--- config.mk ---
export PLATFORM = sky130hd
export DESIGN_NAME = eff_addr_unit
export DESIGN_NICKNAME = d
export VERILOG_FILES = /design/src/rtl/eau_pkg.sv /design/src/rtl/eau_ctrl.sv /design/src/rtl/eau_dp.sv /design/src/rtl/eff_addr_unit.sv
export SDC_FILE = /design/constraint.sdc
export NUM_CORES = 1
export LEC_CHECK = 0
export CAP_MARGIN = 10
export CORE_ASPECT_RATIO = 0.8
export CORE_MARGIN = 8
export CORE_UTILIZATION = 50
export CTS_CLUSTER_SIZE = 8
export DETAILED_ROUTE_END_ITERATION = 10
export GPL_ROUTABILITY_DRIVEN = 0
export PLACE_DENSITY_LB_ADDON = 0.05
export SLEW_MARGIN = 15
export SYNTH_ARGS = -nofsm -noshare
export SYNTH_HDL_FRONTEND = slang
export SYNTH_SLANG_ARGS = --single-unit
--- constraint.sdc ---
create_clock -name clk -period 2.68 [get_ports clk]
set_input_delay 0.268 -clock clk [delete_from_list [all_inputs] [get_ports clk]]
set_output_delay 0.268 -clock clk [all_outputs]
set_load 0.1 [all_outputs]
--- src/rtl/eau_pkg.sv ---
package eau_pkg;

  typedef enum logic [3:0] {
    MD_ZP      = 4'd0,
    MD_ZPX     = 4'd1,
    MD_ZPY     = 4'd2,
    MD_ABS     = 4'd3,
    MD_ABSX    = 4'd4,
    MD_ABSY    = 4'd5,
    MD_PREIDX  = 4'd6,
    MD_POSTIDX = 4'd7,
    MD_JMPIND  = 4'd8
  } eauMode_e;

  // Strobes from the sequencer to the datapath
  typedef struct packed {
    logic capture;    // latch request inputs (idle and start)
    logic direct;     // resolve a non-pointer mode this cycle
    logic grabLo;     // pointer low byte is on memData; high byte address on memAddr
    logic finishPtr;  // pointer high byte is on memData; resolve now
  } eauStrobe_t;

  function automatic logic usesPointer(input logic [3:0] m);
    return (m == MD_PREIDX) || (m == MD_POSTIDX) || (m == MD_JMPIND);
  endfunction

  function automatic logic carriesIndex(input logic [3:0] m);
    return (m == MD_ABSX) || (m == MD_ABSY) || (m == MD_POSTIDX);
  endfunction

endpackage

--- src/rtl/eau_ctrl.sv ---
module eau_ctrl
  import eau_pkg::*;
(
  input  logic       clk,
  input  logic       rstN,
  input  logic       start,
  input  logic [3:0] mode,
  output eauStrobe_t stb,
  output logic       memRd
);

  typedef enum logic [1:0] {
    ST_IDLE = 2'd0,
    ST_RDLO = 2'd1,
    ST_RDHI = 2'd2,
    ST_WAIT = 2'd3
  } ctrlState_e;

  ctrlState_e state, stateNext;
  logic accept;

  assign accept = (state == ST_IDLE) && start;

  always_comb begin
    stateNext = state;
    unique case (state)
      ST_IDLE: if (accept && usesPointer(mode)) stateNext = ST_RDLO;
      ST_RDLO: stateNext = ST_RDHI;
      ST_RDHI: stateNext = ST_WAIT;
      ST_WAIT: stateNext = ST_IDLE;
      default: stateNext = ST_IDLE;
    endcase
  end

  always_ff @(posedge clk or negedge rstN) begin
    if (!rstN) state <= ST_IDLE;
    else       state <= stateNext;
  end

  always_comb begin
    stb.capture   = accept;
    stb.direct    = accept && !usesPointer(mode);
    stb.grabLo    = (state == ST_RDHI);
    stb.finishPtr = (state == ST_WAIT);
  end

  assign memRd = (state == ST_RDLO) || (state == ST_RDHI);

endmodule

--- src/rtl/eau_dp.sv ---
module eau_dp
  import eau_pkg::*;
#(
  parameter  int BYTE_W = 8,
  localparam int ADDR_W = 2 * BYTE_W
) (
  input  logic              clk,
  input  logic              rstN,
  input  eauStrobe_t        stb,
  input  logic [3:0]        mode,
  input  logic [BYTE_W-1:0] opLo,
  input  logic [BYTE_W-1:0] opHi,
  input  logic [BYTE_W-1:0] idxX,
  input  logic [BYTE_W-1:0] idxY,
  input  logic              isStore,
  input  logic [BYTE_W-1:0] memData,
  output logic [ADDR_W-1:0] memAddr,
  output logic [ADDR_W-1:0] effAddr,
  output logic              done,
  output logic              pageCross,
  output logic              extraCycle
);

  localparam logic [BYTE_W-1:0] PAGE_ZERO = '0;

  // Request state held across a pointer fetch
  logic [3:0]        modeQ;
  logic [BYTE_W-1:0] yQ;
  logic [BYTE_W-1:0] loQ;
  logic              storeQ;
  logic [ADDR_W-1:0] ptrQ;

  // Direct-mode arithmetic
  logic [ADDR_W-1:0] absBase;
  logic [BYTE_W-1:0] zpSumX, zpSumY;
  logic [ADDR_W-1:0] dirBase, dirAddr, ptrInit;

  assign absBase = {opHi, opLo};
  assign zpSumX  = opLo + idxX;  // in-page wrap: carry is dropped
  assign zpSumY  = opLo + idxY;

  always_comb begin
    dirBase = absBase;
    dirAddr = absBase;
    unique case (mode)
      MD_ZP: begin
        dirBase = {PAGE_ZERO, opLo};
        dirAddr = {PAGE_ZERO, opLo};
      end
      MD_ZPX: begin
        dirBase = {PAGE_ZERO, opLo};
        dirAddr = {PAGE_ZERO, zpSumX};
      end
      MD_ZPY: begin
        dirBase = {PAGE_ZERO, opLo};
        dirAddr = {PAGE_ZERO, zpSumY};
      end
      MD_ABSX: dirAddr = absBase + {PAGE_ZERO, idxX};
      MD_ABSY: dirAddr = absBase + {PAGE_ZERO, idxY};
      default: dirAddr = absBase;
    endcase
  end

  always_comb begin
    unique case (mode)
      MD_PREIDX:  ptrInit = {PAGE_ZERO, zpSumX};
      MD_POSTIDX: ptrInit = {PAGE_ZERO, opLo};
      default:    ptrInit = absBase;
    endcase
  end

  // Pointer fetch: the second byte stays in the pointer's page
  logic [BYTE_W-1:0] ptrLoNext;
  assign ptrLoNext = ptrQ[BYTE_W-1:0] + 1'b1;
  assign memAddr   = stb.grabLo ? {ptrQ[ADDR_W-1:BYTE_W], ptrLoNext} : ptrQ;

  logic [ADDR_W-1:0] ptrVal, ptrFinal;
  assign ptrVal   = {memData, loQ};
  assign ptrFinal = (modeQ == MD_POSTIDX) ? ptrVal + {PAGE_ZERO, yQ} : ptrVal;

  // Shared resolution of base, final address and penalty
  logic [ADDR_W-1:0] resBase, resFinal;
  logic              resIndexed, resStore, crossNow, penaltyNow, resolve;

  always_comb begin
    if (stb.direct) begin
      resBase    = dirBase;
      resFinal   = dirAddr;
      resIndexed = carriesIndex(mode);
      resStore   = isStore;
    end else begin
      resBase    = ptrVal;
      resFinal   = ptrFinal;
      resIndexed = carriesIndex(modeQ);
      resStore   = storeQ;
    end
    crossNow   = resIndexed && (resBase[ADDR_W-1:BYTE_W] != resFinal[ADDR_W-1:BYTE_W]);
    penaltyNow = resIndexed && (resStore || crossNow);
  end

  assign resolve = stb.direct || stb.finishPtr;

  always_ff @(posedge clk or negedge rstN) begin
    if (!rstN) begin
      modeQ      <= '0;
      yQ         <= '0;
      loQ        <= '0;
      storeQ     <= 1'b0;
      ptrQ       <= '0;
      effAddr    <= '0;
      done       <= 1'b0;
      pageCross  <= 1'b0;
      extraCycle <= 1'b0;
    end else begin
      if (stb.capture) begin
        modeQ  <= mode;
        yQ     <= idxY;
        storeQ <= isStore;
        ptrQ   <= ptrInit;
      end
      if (stb.grabLo) loQ <= memData;
      done <= resolve;
      if (resolve) begin
        effAddr    <= resFinal;
        pageCross  <= crossNow;
        extraCycle <= penaltyNow;
      end
    end
  end

endmodule

--- src/rtl/eff_addr_unit.sv ---
module eff_addr_unit
  import eau_pkg::*;
#(
  parameter int BYTE_W = 8
) (
  input  logic                  clk,
  input  logic                  rstN,
  input  logic                  start,
  input  logic [3:0]            mode,
  input  logic [BYTE_W-1:0]     opLo,
  input  logic [BYTE_W-1:0]     opHi,
  input  logic [BYTE_W-1:0]     idxX,
  input  logic [BYTE_W-1:0]     idxY,
  input  logic                  isStore,
  output logic                  memRd,
  output logic [2*BYTE_W-1:0]   memAddr,
  input  logic [BYTE_W-1:0]     memData,
  output logic [2*BYTE_W-1:0]   effAddr,
  output logic                  done,
  output logic                  pageCross,
  output logic                  extraCycle
);

  eauStrobe_t stb;

  eau_ctrl u_ctrl (
    .clk   (clk),
    .rstN  (rstN),
    .start (start),
    .mode  (mode),
    .stb   (stb),
    .memRd (memRd)
  );

  eau_dp #(.BYTE_W(BYTE_W)) u_dp (
    .clk        (clk),
    .rstN       (rstN),
    .stb        (stb),
    .mode       (mode),
    .opLo       (opLo),
    .opHi       (opHi),
    .idxX       (idxX),
    .idxY       (idxY),
    .isStore    (isStore),
    .memData    (memData),
    .memAddr    (memAddr),
    .effAddr    (effAddr),
    .done       (done),
    .pageCross  (pageCross),
    .extraCycle (extraCycle)
  );

endmodule

==> impl_metrics.py <==
metrics = {
    "clock_network": {
        "cts_tree": "built",
        "clk_root_buffer_cell": "clkbuf_16",
        "htree_levels": 3,
        "clk_pin_slew_ns": 0.05,
        "cts-buffers-inserted": 9,
        "clkSinkCount": 58,
        "clkLatencyLatePin_ns": 0.33,
        "clockBufferDepth": 2,
    },
    "drt": {
        "postRouteAntennaNets": 0,
        "wl_per_cell_um": 19.3,
        "first_pass_iters": 4,
        "post_drt_via_cell_ratio": 5.99,
        "drt_iter0_drc": 272,
        "vias": 4555,
        "wirelength_um": 14700,
        "drcViolationCount": 0,
    },
    "synthesis": {
        "ys_top_cells_by_area": "dfrtp_1 31%, ha_1 9.8%, mux2_2 6.7%, xnor2_1 4.3%, nand2_1 3.8%",
        "synth_ff_type": "dfrtp_1",
        "syn_nets": 595,
        "async_flop_share": 1.00,
        "synth_cell_types": 74,
        "synth_largest_area_cell": "dfrtp_1",
        "yosysMostFrequentCell": "dfrtp_1",
        "ys_ff_latch": 58,
        "synth_edf_count": 0,
        "netlist_area_um2": 4730,
        "syn_inst": 506,
        "synthTopCellsByCount": "58 x dfrtp_1, 48 x nand2_1, 37 x ha_1, 32 x o21ai_0, 29 x a21oi_1",
        "postSynthAreaPerCell_um2": 9.36,
        "synth_top_area_frac": 0.307,
        "ys_warn_count": 0,
        "synth-seq-area-share": 0.307,
    },
    "finish": {
        "multi_input_area_um2": 3380,
        "seq_area_um2": 1450,
        "syn2layout_area_growth_pct": 41.8,
        "layout-drive-gt1-share": 0.311,
        "diodes": 0,
        "nFillCells": 690,
        "fin_nets": 731,
    },
    "floorplan": {
        "die_h_um": 103,
        "dieArea_um2": 12900,
        "die_w_um": 125,
        "core_um2": 9110,
        "rows": 31,
        "initial_core_util": 0.519,
        "io_pins": 84,
    },
    "hold_path": {
        "hold_depth": 3,
        "hp-start": "mode[2]",
        "min_path_type": "primary input to flop",
    },
    "placement": {
        "hpwl_um": 11700,
        "io_buffers": 83,
        "dpl_worst_slack_ns": -0.833,
    },
    "sta": {
        "worst_slew_pin_slew_ns": 0.645,
        "holdWs_ns": 0.355,
        "max_freq_ghz": 0.371,
        "slew_headroom": 0.570,
        "setup_slack_ns": -0.0131,
        "post-route-min-period_ns": 2.69,
        "setup_violations": 1,
        "rsz0062_at_grt": "yes",
        "hold_viol": 0,
        "slew_viol_final": 0,
        "skew_ns": 0.00945,
        "timing.final.crit_share": 1.00,
    },
    "setup_path": {
        "cp.required_ns": 2.89,
        "critPathLaunchType": "primary input",
        "critPathSlowestCell": "fa_2",
        "crit_type": "primary input to flop",
        "end_kind": "flop",
        "crit_fanout": 7,
        "cp_cell_sequence": "buf_8, nor2b_4, nor2b_4, and2_4, mux2_4, ha_4, inv_2, fa_2, nand3b_1, a21oi_2, o41ai_4, nor3_2, nand3_1, and4_1, o32a_1",
        "startpoint": "mode[3]",
        "arrival_ns": 2.90,
        "timing.rr.start": "u_dp.loQ[0]",
        "cp_common_cell": "nor2b_4",
        "critPathMaxStageDelay_ns": 0.34,
        "reg2reg_slack_ns": 0.12,
        "reg2regPathDepth": 10,
    },
    "grt": {
        "overflow": 0,
        "grt_pass1_wl_um": 23500,
        "antenna_found_initial": 0,
        "grt_max_degree": 40,
        "grt_pass1_vias": 4680,
        "grtUsageTotal": 0.227,
    },
    "run_status": {
        "violations": "negative setup slack",
        "status": "finished with violations",
    },
    "run": {
        "timing.max_cap.violations": 0,
    },
    "power": {
        "vdd_drop_max_v": 0.00135,
        "power.leakage_nw": 2.94,
        "power.density_nw_per_um2": 1230,
    },
}
-- final timing paths --
check | endpoint
worst max-delay path | u_dp.effAddr[14]
worst min-delay path | u_dp.modeQ[2]
worst max register to register | u_dp.effAddr[14]
worst min register to register | u_dp.ptrQ[8]
max in group asynchronous | u_dp.effAddr[5]
min in group asynchronous | u_dp.loQ[3]
-- area by class of cell --
type / instances / share of cell area
Clock buffer: 10 / 0.0356
Sequential cell: 58 / 0.216
Tap cell: 115 / 0.0214
Inverter: 18 / 0.0101
Timing Repair Buffer: 152 / 0.202
Clock inverter: 5 / 0.0117
Multi-Input combinational cell: 403 / 0.503
-- what timing repair did --
action	in CTS	in global routing
setup buffers	4	2
gates resized for setup	22	26
hold buffers	1	0
setup endpoints to repair	14	11
pin swaps	18	15
gates cloned	0	0
hold endpoints to repair	26	0
-- cells in the final DEF, fill, tap and decap left out, types with 5 or more instances in the layout --
| cell type | n |
|---|---|
| a21o_1 | 14 |
| a21oi_1 | 25 |
| a21oi_2 | 5 |
| a22o_1 | 8 |
| a31oi_1 | 10 |
| and3_1 | 5 |
| buf_12 | 7 |
| buf_4 | 94 |
| clkbuf_16 | 9 |
| clkdlybuf4s50_1 | 42 |
| dfrtp_1 | 58 |
| ha_1 | 30 |
| ha_4 | 7 |
| inv_1 | 16 |
| mux2_2 | 23 |
| mux2_4 | 5 |
| mux2i_1 | 8 |
| nand2_1 | 48 |
| nand3_1 | 9 |
| nand4_1 | 6 |
| nor2_1 | 22 |
| nor2b_1 | 5 |
| nor3_1 | 7 |
| o211ai_1 | 7 |
| o21ai_0 | 31 |
| xnor2_1 | 19 |
| xor2_1 | 10 |
-- stage by stage --
stage / TNS [ns] / area [um2] / power (mW) / util / cells
2_1_floorplan: -3.05 / 4900 / 5.64 / - / 506
4_1_cts: 0 / 6570 / 8.24 / 0.721 / 759
3_5_place_dp: -10.05 / 6160 / 6.96 / 0.675 / 739
5_1_grt: -0.321 / 6720 / 8.71 / 0.737 / 761
3_3_place_gp: -8.42 / 6160 / 6.86 / 0.675 / 739
6_report: -0.0131 / 6720 / 8.29 / 0.737 / 761
-- sequential cells by signal, summed over array words and instances (netlist names) --
register	count
u_dp.loQ	8
u_dp.extraCycle	1
u_dp.ptrQ	16
u_dp.effAddr	16
u_dp.storeQ	1
u_dp.done	1
u_dp.modeQ	4
u_dp.yQ	8
u_dp.pageCross	1
u_ctrl.state	2
-- worst max-delay path: cells and delay by family --
family	cells	cell delay, ns
and+or+nand+nor	7	1.17
buffers and inverters	2	0.14
muxes	1	0.19
AOI/OAI and AO/OA	3	0.65
adders and majority gates	2	0.48
-- cells by family after synthesis --
group           Yosys count  synth area share
compound gates          156             0.233
xor+xnor                 36            0.0666
fa+ha+maj                41             0.115
buf+inv                  45            0.0452
flops                    58             0.307
mux                      36            0.0835
simple gates            134             0.151
-- where the power goes --
| group | internal, mW | leakage (nW) | switching (mW) | total, mW |
|---|---|---|---|---|
| sequential | 1.32 | 0.696 | 0.344 | 1.66 |
| clock | 0.830 | 0.158 | 0.393 | 1.22 |
| combinational | 1.78 | 2.09 | 3.62 | 5.40 |
-- metal layers --
layer | global-route usage | part of all wire | up-vias
li1 | - | - | 2167
met1 | 0.288 | 0.45 | 2183
met2 | 0.372 | 0.46 | 173
met3 | 0.0493 | 0.064 | 32
met4 | 0.0960 | 0.029 | 0
met5 | 0 | 0 | -
(Power assumes the default switching activity.)
